<file path="src/rtl/ts_cap_pkg.sv">
package ts_cap_pkg;
  localparam int WORD_W   = 32;
  localparam int CNT_W    = 8;
  localparam int THR_W    = 7;
  localparam int B_DMASK  = 17;
  localparam int B_DONE   = 16;
  localparam int B_RUN    = 15;
  localparam int B_OMASK  = 14;
  localparam int B_NMASK  = 13;
  localparam int B_LMASK  = 12;
  localparam int B_OVF    = 11;
  localparam int B_NEAR   = 10;
  localparam int B_LOCK   = 9;
  localparam int B_ACK    = 8;

  typedef struct packed {
    logic             done_mask;
    logic             run;
    logic             ovf_mask;
    logic             near_mask;
    logic             lock_mask;
    logic [THR_W-1:0] thr;
  } cap_ctrl_t;
endpackage

</file>
<file path="src/rtl/ts_cap_ctrl.sv">
module ts_cap_ctrl
  import ts_cap_pkg::*;
(
  input  logic              clk,
  input  logic              rst,
  input  logic              we,
  input  logic [WORD_W-1:0] wdata,
  output cap_ctrl_t         ctrl_q,
  output logic              run_nxt,
  output logic              ack
);
  cap_ctrl_t ctrl_d;

  always_comb begin
    ctrl_d = ctrl_q;
    if (we) begin
      ctrl_d.done_mask = wdata[B_DMASK];
      ctrl_d.run       = wdata[B_RUN];
      ctrl_d.ovf_mask  = wdata[B_OMASK];
      ctrl_d.near_mask = wdata[B_NMASK];
      ctrl_d.lock_mask = wdata[B_LMASK];
      ctrl_d.thr       = wdata[THR_W-1:0];
    end
  end

  assign run_nxt = ctrl_d.run;
  assign ack     = we & wdata[B_ACK];

  always_ff @(posedge clk) begin
    if (rst) begin
      ctrl_q <= '{done_mask: 1'b1, run: 1'b0, ovf_mask: 1'b1,
                 near_mask: 1'b1, lock_mask: 1'b1, thr: '0};
    end else begin
      ctrl_q <= ctrl_d;
    end
  end

  // a written run value is what the register holds afterwards
  a_r7_run_follows_write: assert property (@(posedge clk) disable iff (rst)
    we |=> (ctrl_q.run == $past(wdata[B_RUN])));
endmodule

</file>
<file path="src/rtl/ts_cap_counter.sv">
module ts_cap_counter #(
  parameter int CW = 8
) (
  input  logic          clk,
  input  logic          rst,
  input  logic          run,
  input  logic          clr,
  input  logic          inc,
  output logic [CW-1:0] cnt_q,
  output logic [CW-1:0] cnt_nxt
);
  localparam logic [CW-1:0] CMAX = {CW{1'b1}};

  logic [CW-1:0] base;

  always_comb begin
    base = clr ? '0 : cnt_q;
    if (!run)            cnt_nxt = '0;
    else if (!inc)       cnt_nxt = base;
    else if (base == CMAX) cnt_nxt = CMAX;
    else                 cnt_nxt = base + 1'b1;
  end

  always_ff @(posedge clk) begin
    if (rst) cnt_q <= '0;
    else     cnt_q <= cnt_nxt;
  end

  a_r2_saturate: assert property (@(posedge clk) disable iff (rst)
    (run && !clr && cnt_q == CMAX) |=> (cnt_q == CMAX));
  a_r5_ack_clears: assert property (@(posedge clk) disable iff (rst)
    clr |=> (cnt_q <= 1));
endmodule

</file>
<file path="src/rtl/ts_cap_flags.sv">
module ts_cap_flags #(
  parameter int CW = 8,
  parameter int TW = 7
) (
  input  logic          clk,
  input  logic          rst,
  input  logic          run,
  input  logic          clr,
  input  logic          inc,
  input  logic          drop,
  input  logic [CW-1:0] cnt_nxt,
  input  logic [TW-1:0] thr,
  output logic          done_q,
  output logic          ovf_q
);
  logic hit;

  assign hit = inc && (thr != '0) && (cnt_nxt >= CW'(thr));

  always_ff @(posedge clk) begin
    if (rst || !run) begin
      done_q <= 1'b0;
      ovf_q  <= 1'b0;
    end else begin
      done_q <= (done_q & ~clr) | hit;
      ovf_q  <= (ovf_q & ~clr) | drop;
    end
  end

  a_r4_overflow_sets: assert property (@(posedge clk) disable iff (rst)
    (run && drop) |=> ovf_q);
  a_r3_done_sticky: assert property (@(posedge clk) disable iff (rst)
    (run && done_q && !clr) |=> done_q);
endmodule

</file>
<file path="src/rtl/ts_cap_irq_ctrl.sv">
module ts_cap_irq_ctrl
  import ts_cap_pkg::*;
(
  input  logic              clk,
  input  logic              rst,
  input  logic              reg_we,
  input  logic [WORD_W-1:0] reg_wdata,
  output logic [WORD_W-1:0] reg_rdata,
  input  logic              pkt_wr,
  input  logic              buf_full,
  input  logic              near_full,
  input  logic              lock,
  output logic              irq
);
  localparam int PAD_W = WORD_W - CNT_W - 11 - THR_W;

  cap_ctrl_t        ctrl_q;
  logic             run_nxt, ack, inc, drop, done_q, ovf_q;
  logic [CNT_W-1:0] cnt_q, cnt_nxt;

  assign inc  = pkt_wr & ~buf_full;
  assign drop = pkt_wr &  buf_full;

  ts_cap_ctrl u_ctrl (
    .clk(clk), .rst(rst), .we(reg_we), .wdata(reg_wdata),
    .ctrl_q(ctrl_q), .run_nxt(run_nxt), .ack(ack)
  );

  ts_cap_counter #(.CW(CNT_W)) u_cnt (
    .clk(clk), .rst(rst), .run(run_nxt), .clr(ack), .inc(inc),
    .cnt_q(cnt_q), .cnt_nxt(cnt_nxt)
  );

  ts_cap_flags #(.CW(CNT_W), .TW(THR_W)) u_flags (
    .clk(clk), .rst(rst), .run(run_nxt), .clr(ack), .inc(inc),
    .drop(drop), .cnt_nxt(cnt_nxt), .thr(ctrl_q.thr),
    .done_q(done_q), .ovf_q(ovf_q)
  );

  assign reg_rdata = {cnt_q, {PAD_W{1'b0}},
                      ctrl_q.done_mask, done_q, ctrl_q.run, ctrl_q.ovf_mask,
                      ctrl_q.near_mask, ctrl_q.lock_mask, ovf_q, near_full, lock,
                      1'b0, 1'b0, ctrl_q.thr};

  assign irq = (done_q & ~ctrl_q.done_mask) | (ovf_q & ~ctrl_q.ovf_mask);

  // stopped capture holds count and flags at zero
  a_r7_stopped_idle: assert property (@(posedge clk) disable iff (rst)
    !ctrl_q.run |-> (cnt_q == '0 && !done_q && !ovf_q));
  // a new request only follows a packet event or a register write
  a_r6_irq_cause: assert property (@(posedge clk) disable iff (rst)
    $rose(irq) |-> ($past(pkt_wr) || $past(reg_we)));
  // after an acknowledge without a packet, no request remains
  a_r5_ack_drops_irq: assert property (@(posedge clk) disable iff (rst)
    (ack && !pkt_wr) |=> !irq);
endmodule

</file>
<file path="config.mk">
export PLATFORM = sky130hd
export DESIGN_NAME = ts_cap_irq_ctrl
export DESIGN_NICKNAME = d
export VERILOG_FILES = /design/src/rtl/ts_cap_pkg.sv /design/src/rtl/ts_cap_ctrl.sv /design/src/rtl/ts_cap_counter.sv /design/src/rtl/ts_cap_flags.sv /design/src/rtl/ts_cap_irq_ctrl.sv
export SDC_FILE = /design/constraint.sdc
export NUM_CORES = 1
export LEC_CHECK = 0
export BUFFER_PORTS_ARGS = -buffer_cell sky130_fd_sc_hd__buf_2
export CAP_MARGIN = 20
export CORE_MARGIN = 4
export CORE_UTILIZATION = 40
export CTS_CLUSTER_SIZE = 40
export DETAILED_ROUTE_END_ITERATION = 7
export GPL_ROUTABILITY_DRIVEN = 0
export PLACE_DENSITY_LB_ADDON = 0.2
export SYNTH_ARGS = -nofsm -noshare
export SYNTH_HDL_FRONTEND = slang
export SYNTH_SLANG_ARGS = --single-unit
</file>
<file path="constraint.sdc">
create_clock -name clk -period 4.8 [get_ports clk]
set_clock_uncertainty 0.05 [all_clocks]
set_input_delay 0.96 -clock clk [delete_from_list [all_inputs] [get_ports clk]]
set_output_delay 0.96 -clock clk [all_outputs]
set_load 0.1 [all_outputs]
</file>
; Word level (Yosys, flattened, before mapping)
; Index checks and enable logic that the tools add are counted.
[op_classes]
reduce_logical = 5
bitwise = 14
n_mux = 5
add_sub_neg = 1
n_eq_ne = 1
order_cmp = 1
[ops]
columns = cell, n
row1 = $mux W8, 4
row2 = $mux W11, 1
row3 = $add A8 B1 Y8 const B, 1
row4 = $eq A8 B8 Y1 const B, 1
row5 = $ge A8 B7 Y1, 1
row6 = $and A1 B1 Y1, 7
row7 = $reduce_bool A7 Y1, 1
row8 = $not A1 Y1, 4
row9 = $or A1 B1 Y1, 3
row10 = $logic_and A1 B1 Y1, 2
row11 = $logic_not A1 Y1, 1
row12 = $logic_or A1 B1 Y1, 1
[totals]
inputBits = 39
reg_bits = 22
output_inout_bits = 33

; Logic depth before layout (Yosys ltp)
; Gate-level depths: netlist (run 1).
[depth]
ltp_word = 9
ltp_mapped = 10
mapped_depth_nobuf = 9

; By module
; Synthesis (run 1) repeated with hierarchy kept, for this count alone.
[unflattened]
cells_unflattened = 153
area_unflattened_um2 = 1378.8
[modules_own_cells]
columns = mod, seq_area_each_um2, area_per_inst_um2, n_inst, cells_each
row1 = ts_cap_counter, 160.2, 505.5, 1, 62
row2 = ts_cap_ctrl, 240.2, 465.4, 1, 40
row3 = ts_cap_flags, 40.0, 284.0, 1, 33
row4 = ts_cap_irq_ctrl, 0.0, 123.9, 1, 18

; Worst setup path before layout (run 1)
; Ideal clock, no wire load.
[synth_timing]
path_kind = reg-to-output
from = register, netlist name u_ctrl.ctrl_q[9]
to = output port irq
setup_slack_ns = 1.515
t_arrival_ns = 2.275
required_ns = 3.790
stages_incl_launch_ff = 2
path_cell_list = dfxtp_1 > o22ai_1
[synth_between]
elab_chain_len = 3
[synth_lines]
columns = item, line
row1 = $not A1 Y1, ts_cap_irq_ctrl.sv:45  ; assign irq = (done_q & ~ctrl_q.done_mask) | (ovf_q & ~ctrl_q.ovf_mask);
row2 = $and A1 B1 Y1, ts_cap_irq_ctrl.sv:45
row3 = $or A1 B1 Y1, ts_cap_irq_ctrl.sv:45
row4 = "end, declared", ts_cap_irq_ctrl.sv:13  ; output logic irq
; No other way between the ends.

; Worst setup path in the final report (run 1)
[layout_timing]
from = input port reg_we
to = register u_flags.done_q
[layout_between]
elab_chain_len = 9
[layout_lines]
columns = item, line
row1 = "start, declared", ts_cap_irq_ctrl.sv:6  ; input logic reg_we,
row2 = $and A1 B1 Y1, ts_cap_ctrl.sv:27  ; assign ack = we & wdata[B_ACK];
row3 = $mux W8, ts_cap_counter.sv:17  ; base = clr ? '0 : cnt_q;
row4 = $add A8 B1 Y8 or $eq A8 B8 Y1 (tied branches), "ts_cap_counter.sv:21, ts_cap_counter.sv:20"
row5 = $mux W8, ts_cap_counter.sv:20  ; else if (base == CMAX) cnt_nxt = CMAX;
row6 = $mux W8, ts_cap_counter.sv:19  ; else if (!inc) cnt_nxt = base;
row7 = $mux W8 *, ts_cap_counter.sv:18  ; if (!run) cnt_nxt = '0;
row8 = named net cnt_nxt[5], ts_cap_irq_ctrl.sv:19  ; logic [CNT_W-1:0] cnt_q, cnt_nxt;
row9 = $ge A8 B7 Y1 *, ts_cap_flags.sv:18  ; assign hit = inc && (thr != '0) && (cnt_nxt >= CW'(thr));
row10 = $logic_and A1 B1 Y1 *, ts_cap_flags.sv:18
row11 = $or A1 B1 Y1 *, ts_cap_flags.sv:25  ; done_q <= (done_q & ~clr) | hit;
row12 = "end signal, assigned", ts_cap_flags.sv:25
row13 = "end, declared", ts_cap_flags.sv:13  ; output logic done_q,
; Mark *: on every way through the listed nets, which the timed path passes. The rest lies on a longest branch.
; A chain may end at the register's enable or synchronous reset.

==> results.txt, run 1 <==
Fill cells in the final layout number 323. The analysis attributes to net switching a power of about 0.16 mW. The highest metal layer with signal wires is met4.

The initialized floorplan defines 20 standard-cell rows. The TritonCTS clock tree is done. The amount of wire on met2 after detailed routing is 1319 um. The detailed-router iteration count before antenna repair came out at 4. The via density per instance came out at 4.868. In the layout the commonest cells are sky130_fd_sc_hd__buf_2, sky130_fd_sc_hd__dfxtp_1, sky130_fd_sc_hd__nor2_1. The area growth from synthesis to final layout is 16.19%. The final count of pins violating max slew is 0. Once placement finished, the instance area stood at 0.001445 mm^2.

The count of antenna-violating nets left after detailed routing came out at 0. Of the total power, combinational logic draws 29.6%. The number of hold-repair buffers added at the cts stage came out at 0. The class of the worst hold path is flip-flop to flip-flop. The wire length of the first global-routing pass came out at 4623 um. The total count of hold-check failures in the final report came to 0. The number of levels the H-tree was split into came out at 1. For the worst setup path, the data required time is 4980 ps. Cells with a size suffix above 1 make up 28.96% of the layout. After the first detailed-routing iteration, the DRC count stood at 45. The post-CTS clock slew at the launch and capture registers of the worst setup and hold paths came out at 110 ps. The flop-to-flop setup slack came out at 2500 ps. The highest fanout seen on the critical path is 22. The routed design has ~2800 um of wire. The count of input and output buffers came out at 40. The count of inserted antenna diode cells came out at 0. The number of max-cap violations is 0. Pin placement for this block handled 72 I/O pins. The initial utilization of the core area, before any placement, comes to 41.76%. For this run, the share of the core covered by cells in the final layout is between 40% and 50%.

The clock network fraction of design power came out at 24.2%. The total die area is 0.004154 mm^2. The post-synthesis area per instance came out at ~8.6 um^2. The part of the Yosys area used for sequential elements came out at 34.54%.

The number of global-route vias before repair is approximately 1,000. At the end of the flow, the number of nets in the layout was 230. Internal power comes to 0.2594 mW. The setup TNS is 0 ps. The detailed router placed 1,105 vias in this run. The floorplan core area came out at 0.003053 mm^2.

Once placement completed, the tool counted placed cells totaling between 200 and 250. The final critical-path setup slack came out at 1985 ps. The HPWL reported at the end of detailed placement is 2191 um. The routed length on met1 came out at 1214 um.

The gate count of the mapped netlist is 148. The most common flop cell mapped by yosys is sky130_fd_sc_hd__dfxtp_1. The setup fix buffers added after clock tree synthesis is 0.

Across the VDD grid, the largest voltage drop is 0.1091 mV. The highest clock frequency the design can meet is about 360 MHz. The worst hold-check slack is 504.7 ps. The count of unresolved DRC violations after routing is 0. Leaving out fill and tap cells, the most frequent cell in the layout is sky130_fd_sc_hd__buf_2. The total of flip-flops plus latches after synthesis is 22.

The number of buffers on the longest clock path is 2. The die width came out at about 64 um. The async set-or-reset flop fraction in the synthesized netlist is 0%. For this design, the sink count on the clock tree is 22.

The setup violation total in the final timing report came out at 0. The initial antenna violation count is 0. STA classifies the critical path startpoint as an input port. Of the total power, the share spent switching nets is 38.53%. Timing analysis after detailed placement gives a worst setup slack of 1648 ps.

The number of distinct library cell variants in the gate-level netlist after synthesis came out at 42. The tree is rooted in a sky130_fd_sc_hd__clkbuf_4. The design draws 0.4221 mW. The analysis attributes to cell leakage a power of between 0.6 and 0.7 nW. The residual overflow from global routing came out at 0.

The maximum number of pins on one net before global-route repair came out at 23. The mapped netlist covers 0.001275 mm^2. Sequential cells burn a little under half of the power.

The worst path in the final design needs a cycle of 2815 ps, including I/O delays and setup. The final worst-path cycle share came out at 58.64%. STA classifies the critical path endpoint as a flip-flop.

The clock latency of the later-clocked register in the worst-skew pair came out at 310 ps. Power spread over the standard cell area amounts to 284.9 mW/mm^2. The synthesis warning total is 0. The worst setup path is of the input port to flip-flop kind.

The post-route non-filler standard cell count came out at 227. The average wire length per cell after detail routing came out at 12.13 um. The length of routed met3 wiring came out at 204 um.

The number of flops mapped to enable cells by yosys came out at 0. The finished cells cover 0.001481 mm^2. The total track usage came out at 13.62%. The CTS buffer count is 3. Measured along the y axis, the die boundary spans about 64 um. Setup repair after global routing left no endpoint under its margin. The post-cts repair resize count came out at 0. Data arrives at the worst endpoint at 3000 ps.

The run finished with clean final reports.
-- metal layers --
metal  global-route usage [%]  vias up
li1                         -      573
met4                    3.166        0
met1                    17.56      493
met3                    2.773        2
met2                    23.32       37
met5                        0        -
-- critical path: stages --
cell	delay [ps]
sky130_fd_sc_hd__buf_2	390
sky130_fd_sc_hd__a21boi_2	170
sky130_fd_sc_hd__and2_4	180
sky130_fd_sc_hd__nor3_2	200
sky130_fd_sc_hd__a311oi_1	170
sky130_fd_sc_hd__ha_1	320
sky130_fd_sc_hd__nand4_1	80
sky130_fd_sc_hd__or3_1	380
sky130_fd_sc_hd__a31oi_1	160
-- kinds of logic (layout without fill, tap and decap cells) --
kind of cell | count (synthesis) | after routing | synth area share (%)
compound gates | 30 | 30 | 16.39
buf+inv | 24 | 52 | 11.09
flops | 22 | 22 | 34.54
other cells | 1 | 8 | 0.2941
mux | 10 | 10 | 7.949
simple gates | 54 | 54 | 22.87
fa+ha+maj | 7 | 7 | 6.869
-- state kept, by name, summed over array words and instances, names as in the netlist --
signal	count
u_ctrl.ctrl_q	12
u_flags.ovf_q	1
u_flags.done_q	1
u_cnt.cnt_q	8
-- cell usage after synthesis (all sizes together), types with 2 or more instances --
cell / n / area, um^2
a21boi: 2 / 18.77
a211oi: 2 / 15.01
nor2: 21 / 81.33
a21oi: 5 / 25.02
buf: 15 / 107.6
a211o: 4 / 35.03
a21o: 2 / 15.01
dfxtp: 22 / 440.4
and2: 2 / 15.02
nand2b: 2 / 12.51
nand2: 5 / 23.77
a22oi: 2 / 15.01
mux2i: 9 / 90.09
nor2b: 5 / 31.28
a31oi: 3 / 18.77
inv: 8 / 30.03
nand3: 4 / 20.02
and3: 3 / 23.77
nor3: 6 / 40.04
ha: 7 / 87.58
o21ai: 5 / 25.02
a311oi: 2 / 17.52
-- power by group through the flow --
stage                     logic [mW]  registers [mW]  clock network, mW
final                          0.125           0.195              0.102
after detailed placement       0.125           0.199                  0
after global routing           0.132           0.197              0.111
after floorplan               0.0713           0.246                  0
after CTS                      0.126           0.195              0.105
after global placement         0.124           0.199                  0
-- path summary, 6_finish.rpt --
path	from	cells past startpoint	end
setup / recovery	reg_we	9	u_flags.done_q
hold reg to reg	u_ctrl.ctrl_q[6]	2	u_ctrl.ctrl_q[6]
setup reg to reg	u_cnt.cnt_q[1]	8	u_flags.done_q
hold / removal	u_ctrl.ctrl_q[6]	2	u_ctrl.ctrl_q[6]
-- area by class of cell --
cell class                      instances  area (um^2)  area share [%]
Clock buffer                            4        36.28           2.449
Tap cell                               44        55.05           3.716
Timing Repair Buffer                   40        200.2           13.51
Sequential cell                        22        440.4           29.73
Inverter                                8        30.03           2.027
Multi-Input combinational cell        109        719.4           48.56
No activity file was read; power rests on OpenSTA's default activity.
==> run 2, diff against run 1 <==
Settings changed: ABC_AREA set to 1, CORE_UTILIZATION 40 to 39.
Clock period 4.8 ns to 2.4 ns, I/O delays scaled along.
==> run 2 against run 1 <==
Count of clock-buffer cells in the layout fell by 1. Wire length rose by 13%. Utilization grew 10 points. Area after synthesis grew 0.20%. Setup slack worse by 1900 ps. Final area up 23%. Worst hold slack got worse by 210 ps. Synthesized cell count up 18%. Critical path type unchanged. Critical endpoint unchanged. Largest power group unchanged.
==> results.txt, run 2 <==
In the final layout, the registers with the most flip-flops are u_ctrl.ctrl_q (12), u_cnt.cnt_q (8). The overall via count from detail_route came out at 1,262 (+14%). The residual overflow from global routing came to 0 (unchanged). The average wire length per cell after detail routing is 10.90 um (-10%). The number of hold-repair buffers added at the cts stage came out at 0 (unchanged). Sorting the synthesized cells by how often they occur yields sky130_fd_sc_hd__nand2_1, sky130_fd_sc_hd__dfxtp_1, sky130_fd_sc_hd__inv_1, sky130_fd_sc_hd__nor2_1, sky130_fd_sc_hd__a21oi_1. The floorplan core area came to 0.003103 mm^2 (+1.6%).

The post-synthesis area per instance is 7.342 um^2 (-15%). The leakage dissipation came to 0.9072 nW (+35%). The most frequent cell on the critical path is sky130_fd_sc_hd__nand2_1. The area growth from synthesis to final layout came out at 42.51%. The number of standard-cell rows in the floorplan is 20 (unchanged). The count of inserted antenna diode cells was 0 (unchanged). The count of unresolved DRC violations after routing is 0 (unchanged). The total count of hold-check failures in the final report is 0 (unchanged). The gate count of the mapped netlist is 174 (+18%). The setup TNS came out at 0 ps (unchanged). The largest total area in the synthesized netlist belongs to sky130_fd_sc_hd__dfxtp_1. The cell with the most instances after synthesis is sky130_fd_sc_hd__nand2_1. The violation count after the first detailed-route iteration is 40 (-11%). The run finished with clean final reports.

Setup repair after global routing could not meet its margin everywhere. The clock latency of the later-clocked register in the worst-skew pair is 310 ps (about the same). The via density per instance came out at 4.413 (-9.4%).

The post-route non-filler standard cell count came out at 286 (+26%). The total number of nets in the final design came out at 289 (+26%). Traced cell by cell, the critical path runs through buf_6, nand2_8, nand2_2, nor2_4, nand4_4, o21a_1, a211o_1, ha_1, inv_1, nand2_1, nand2_1, nand2_1, nand2_1, nand2_1, nand2_1, nand2_1, nand2_1, nand2_1, nand2_1, nand2_1, nand2_1, a21oi_1. The worst path uses 95.15% of the clock period.

The share of layout cells above drive strength 1 came to 40.50% (+12 points). The synthesis warning total came out at 0 (unchanged). The maximum vdd drop came to 0.3135 mV (+190%). The maximum number of pins on one net before global-route repair came to 18 (-22%). The wire length of the first global-routing pass came to 4947 um (+7.0%).

The flip-flop count of the largest register after layout came out at 12 (unchanged). The count of antenna-violating nets left after detailed routing came to 0 (unchanged). The final count of pins violating max slew came out at 0 (unchanged).

The library cells used most frequently in the layout, excluding fill and tap cells, are sky130_fd_sc_hd__buf_2, sky130_fd_sc_hd__nand2_1, sky130_fd_sc_hd__buf_4. The critical path required time came to 2560 ps (-2420 ps). The post-synthesis instance area is 0.001277 mm^2 (+0.20%). The initial antenna violation count is 0 (unchanged). The CTS buffer count is 3 (unchanged). The total of flip-flops plus latches after synthesis came out at 22 (unchanged). The number of levels the H-tree was split into was 1 (unchanged). The final wirelength came to 3117 um (+13%). The total die area came out at 0.004255 mm^2 (+2.4%). The die width is 65.23 um (+1.2%). The setup violation total in the final timing report is 0 (unchanged). The critical path buffer and inverter count is 2 (+1). The vertical die dimension is 65.23 um (+1.2%). Counting flops per register, the top entry is u_ctrl.ctrl_q.

STA classifies the critical path startpoint as an input port. The initial cell density of the core came out at 41.17% (-0.59 points). The detailed-router iteration count before antenna repair is 4 (unchanged).

The number of global-route vias before repair came out at 1,170 (+13%). The data arrival time of the worst path is 2450 ps (-550 ps). The number of max-cap violations is 0 (unchanged).

The cell family contributing the most delay on the critical path is simple AND/OR/NAND/NOR gates. The power density over cell area is 526.4 mW/mm^2 (+85%). The worst setup path category is input port to flip-flop. The critical path's largest stage delay is 290 ps (-100 ps). The part of the Yosys area used for sequential elements is 34.48% (-0.068 points). The highest fanout seen on the critical path is 5 (-77%). The async set-or-reset flop fraction in the synthesized netlist came to 0% (unchanged). The number of flops mapped to enable cells by yosys came to 0 (unchanged). The number of filler cells placed in the layout was 321 (-0.62%). The number of cells in the design after placement came out at 276 (+24%).

The count of clock tree sinks is 22 (unchanged). The number of buffers on the longest clock path is 2 (unchanged). The worst hold path belongs to the class input port to flip-flop.

The TritonCTS clock tree is done. The final critical path time including I/O delays and setup is 2284 ps. The post-CTS clock slew at the launch and capture registers of the worst setup and hold paths came to 130 ps (+20 ps). The total track usage was 14.71% (+1.1 points). The fraction of synthesized cell area taken by the top area cell type is 34.48% (-0.068 points). The number of top-level pins came to 72 (unchanged). Ranked by total cell area, the synthesized netlist is headed by sky130_fd_sc_hd__dfxtp_1, sky130_fd_sc_hd__nand2_1, sky130_fd_sc_hd__buf_4, sky130_fd_sc_hd__ha_1, sky130_fd_sc_hd__inv_1. The most common flop cell mapped by yosys is sky130_fd_sc_hd__dfxtp_1. The count of input and output buffers is 40 (unchanged).

The number of distinct library cell variants in the gate-level netlist after synthesis is 32 (-24%). The HPWL reported at the end of detailed placement came to 2490 um (+14%). The library cell used most frequently in the layout, excluding fill and tap cells, is sky130_fd_sc_hd__buf_2. The category of the worst setup path capture point is a flip-flop.

The slowest stage of the critical path is the sky130_fd_sc_hd__a211o_1 cell. In this run the clock root is driven by a sky130_fd_sc_hd__clkbuf_4. The highest clock frequency the design can meet came out at 437.9 MHz.
==> run 2: cell count changes in the layout (fill, tap and decap cells not counted), sizes merged, moves of 3 or more <==
cell and change:
buf +33, nand2 +33, inv +14, a21oi +9
mux2i -8, nor3 -6, o21ai +6, nor2b -5
nor2 +4, a211o -3, and3 -3
==> run 2: layout make-up <==
class | instances | area (um^2) | share of cell area (%)
Multi-Input combinational cell | 120 | 693.2 | 38.08
Timing Repair Buffer | 73 | 489.2 | 26.87
Sequential cell | 22 | 444.2 | 24.40
Inverter | 23 | 86.33 | 4.742
Tap cell | 44 | 55.05 | 3.024
Clock inverter | 1 | 30.03 | 1.649
Clock buffer | 3 | 22.52 | 1.237
==> run 2: worst paths after layout <==
kind	startpoint	end	slack, ps	cells past startpoint
setup reg to reg	u_cnt.cnt_q[5]	u_flags.done_q	120	20
setup / recovery	reg_we	u_flags.done_q	120	22
hold / removal	rst	u_cnt.cnt_q[0]	290	2
hold reg to reg	u_ctrl.ctrl_q[8]	u_ctrl.ctrl_q[8]	420	2
==> run 2: layer usage <==
| layer | routed length, um | global-route usage, % | vias up |
|---|---|---|---|
| met2 | 1450 | 24.91 | 39 |
| met4 | 44 | 4.922 | 0 |
| li1 | - | - | 673 |
| met3 | 191 | 2.393 | 7 |
| met1 | 1431 | 18.89 | 543 |
| met5 | 0 | 0 | - |
==> run 2: through the flow <==
stage | setup slack (ps) | area, um^2 | total power, mW | util (%) | hold WS [ps]
2_1_floorplan | -394.8 | 1313 | 0.6487 | - | 406.8
3_3_place_gp | -227.7 | 1654 | 0.6731 | 53.31 | 394.4
3_5_place_dp | -260.5 | 1654 | 0.6748 | 53.31 | 393.6
4_1_cts | 64.09 | 1707 | 0.9562 | 55.00 | 283.3
5_1_grt | -85.77 | 1821 | 0.9970 | 58.67 | 289.1
6_report | 116.5 | 1821 | 0.9583 | 58.67 | 290.5
==> run 2: report_power, final <==
group          leakage (nW)  switching [mW]  internal (mW)
Sequential            0.182         0.00939          0.380
Combinational         0.697           0.225         0.0584
Clock                0.0279           0.117          0.169
==> run 2: worst register-to-register path: stages (launching register included) <==
cell	delay, ps
sky130_fd_sc_hd__dfxtp_2	370
sky130_fd_sc_hd__nand2_4	60
sky130_fd_sc_hd__nor2_4	120
sky130_fd_sc_hd__nand4_4	100
sky130_fd_sc_hd__o21a_1	220
sky130_fd_sc_hd__a211o_1	290
sky130_fd_sc_hd__ha_1	280
sky130_fd_sc_hd__inv_1	50
sky130_fd_sc_hd__nand2_1	40
sky130_fd_sc_hd__nand2_1	50
sky130_fd_sc_hd__nand2_1	50
sky130_fd_sc_hd__nand2_1	50
sky130_fd_sc_hd__nand2_1	40
sky130_fd_sc_hd__nand2_1	50
sky130_fd_sc_hd__nand2_1	50
sky130_fd_sc_hd__nand2_1	50
sky130_fd_sc_hd__nand2_1	40
sky130_fd_sc_hd__nand2_1	60
sky130_fd_sc_hd__nand2_1	40
sky130_fd_sc_hd__nand2_1	50
sky130_fd_sc_hd__a21oi_1	60
==> run 2: cell families (layout without fill, tap and decap cells) <==
logic type,after synthesis,in the layout,share of synthesized area [%]
adder cells (fa/ha/maj),7,7,6.856
multiplexers,1,1,0.7836
AO/OA/AOI/OAI,31,31,13.62
AND/OR/NAND/NOR,73,73,27.13
other,1,8,0.2935
flip-flops,22,22,34.48
buffers and inverters,39,100,16.85
==> run 2: what timing repair did <==
item,in CTS,in global routing
setup endpoints to repair,0,1
resized for setup,0,17
buffers inserted,0,6
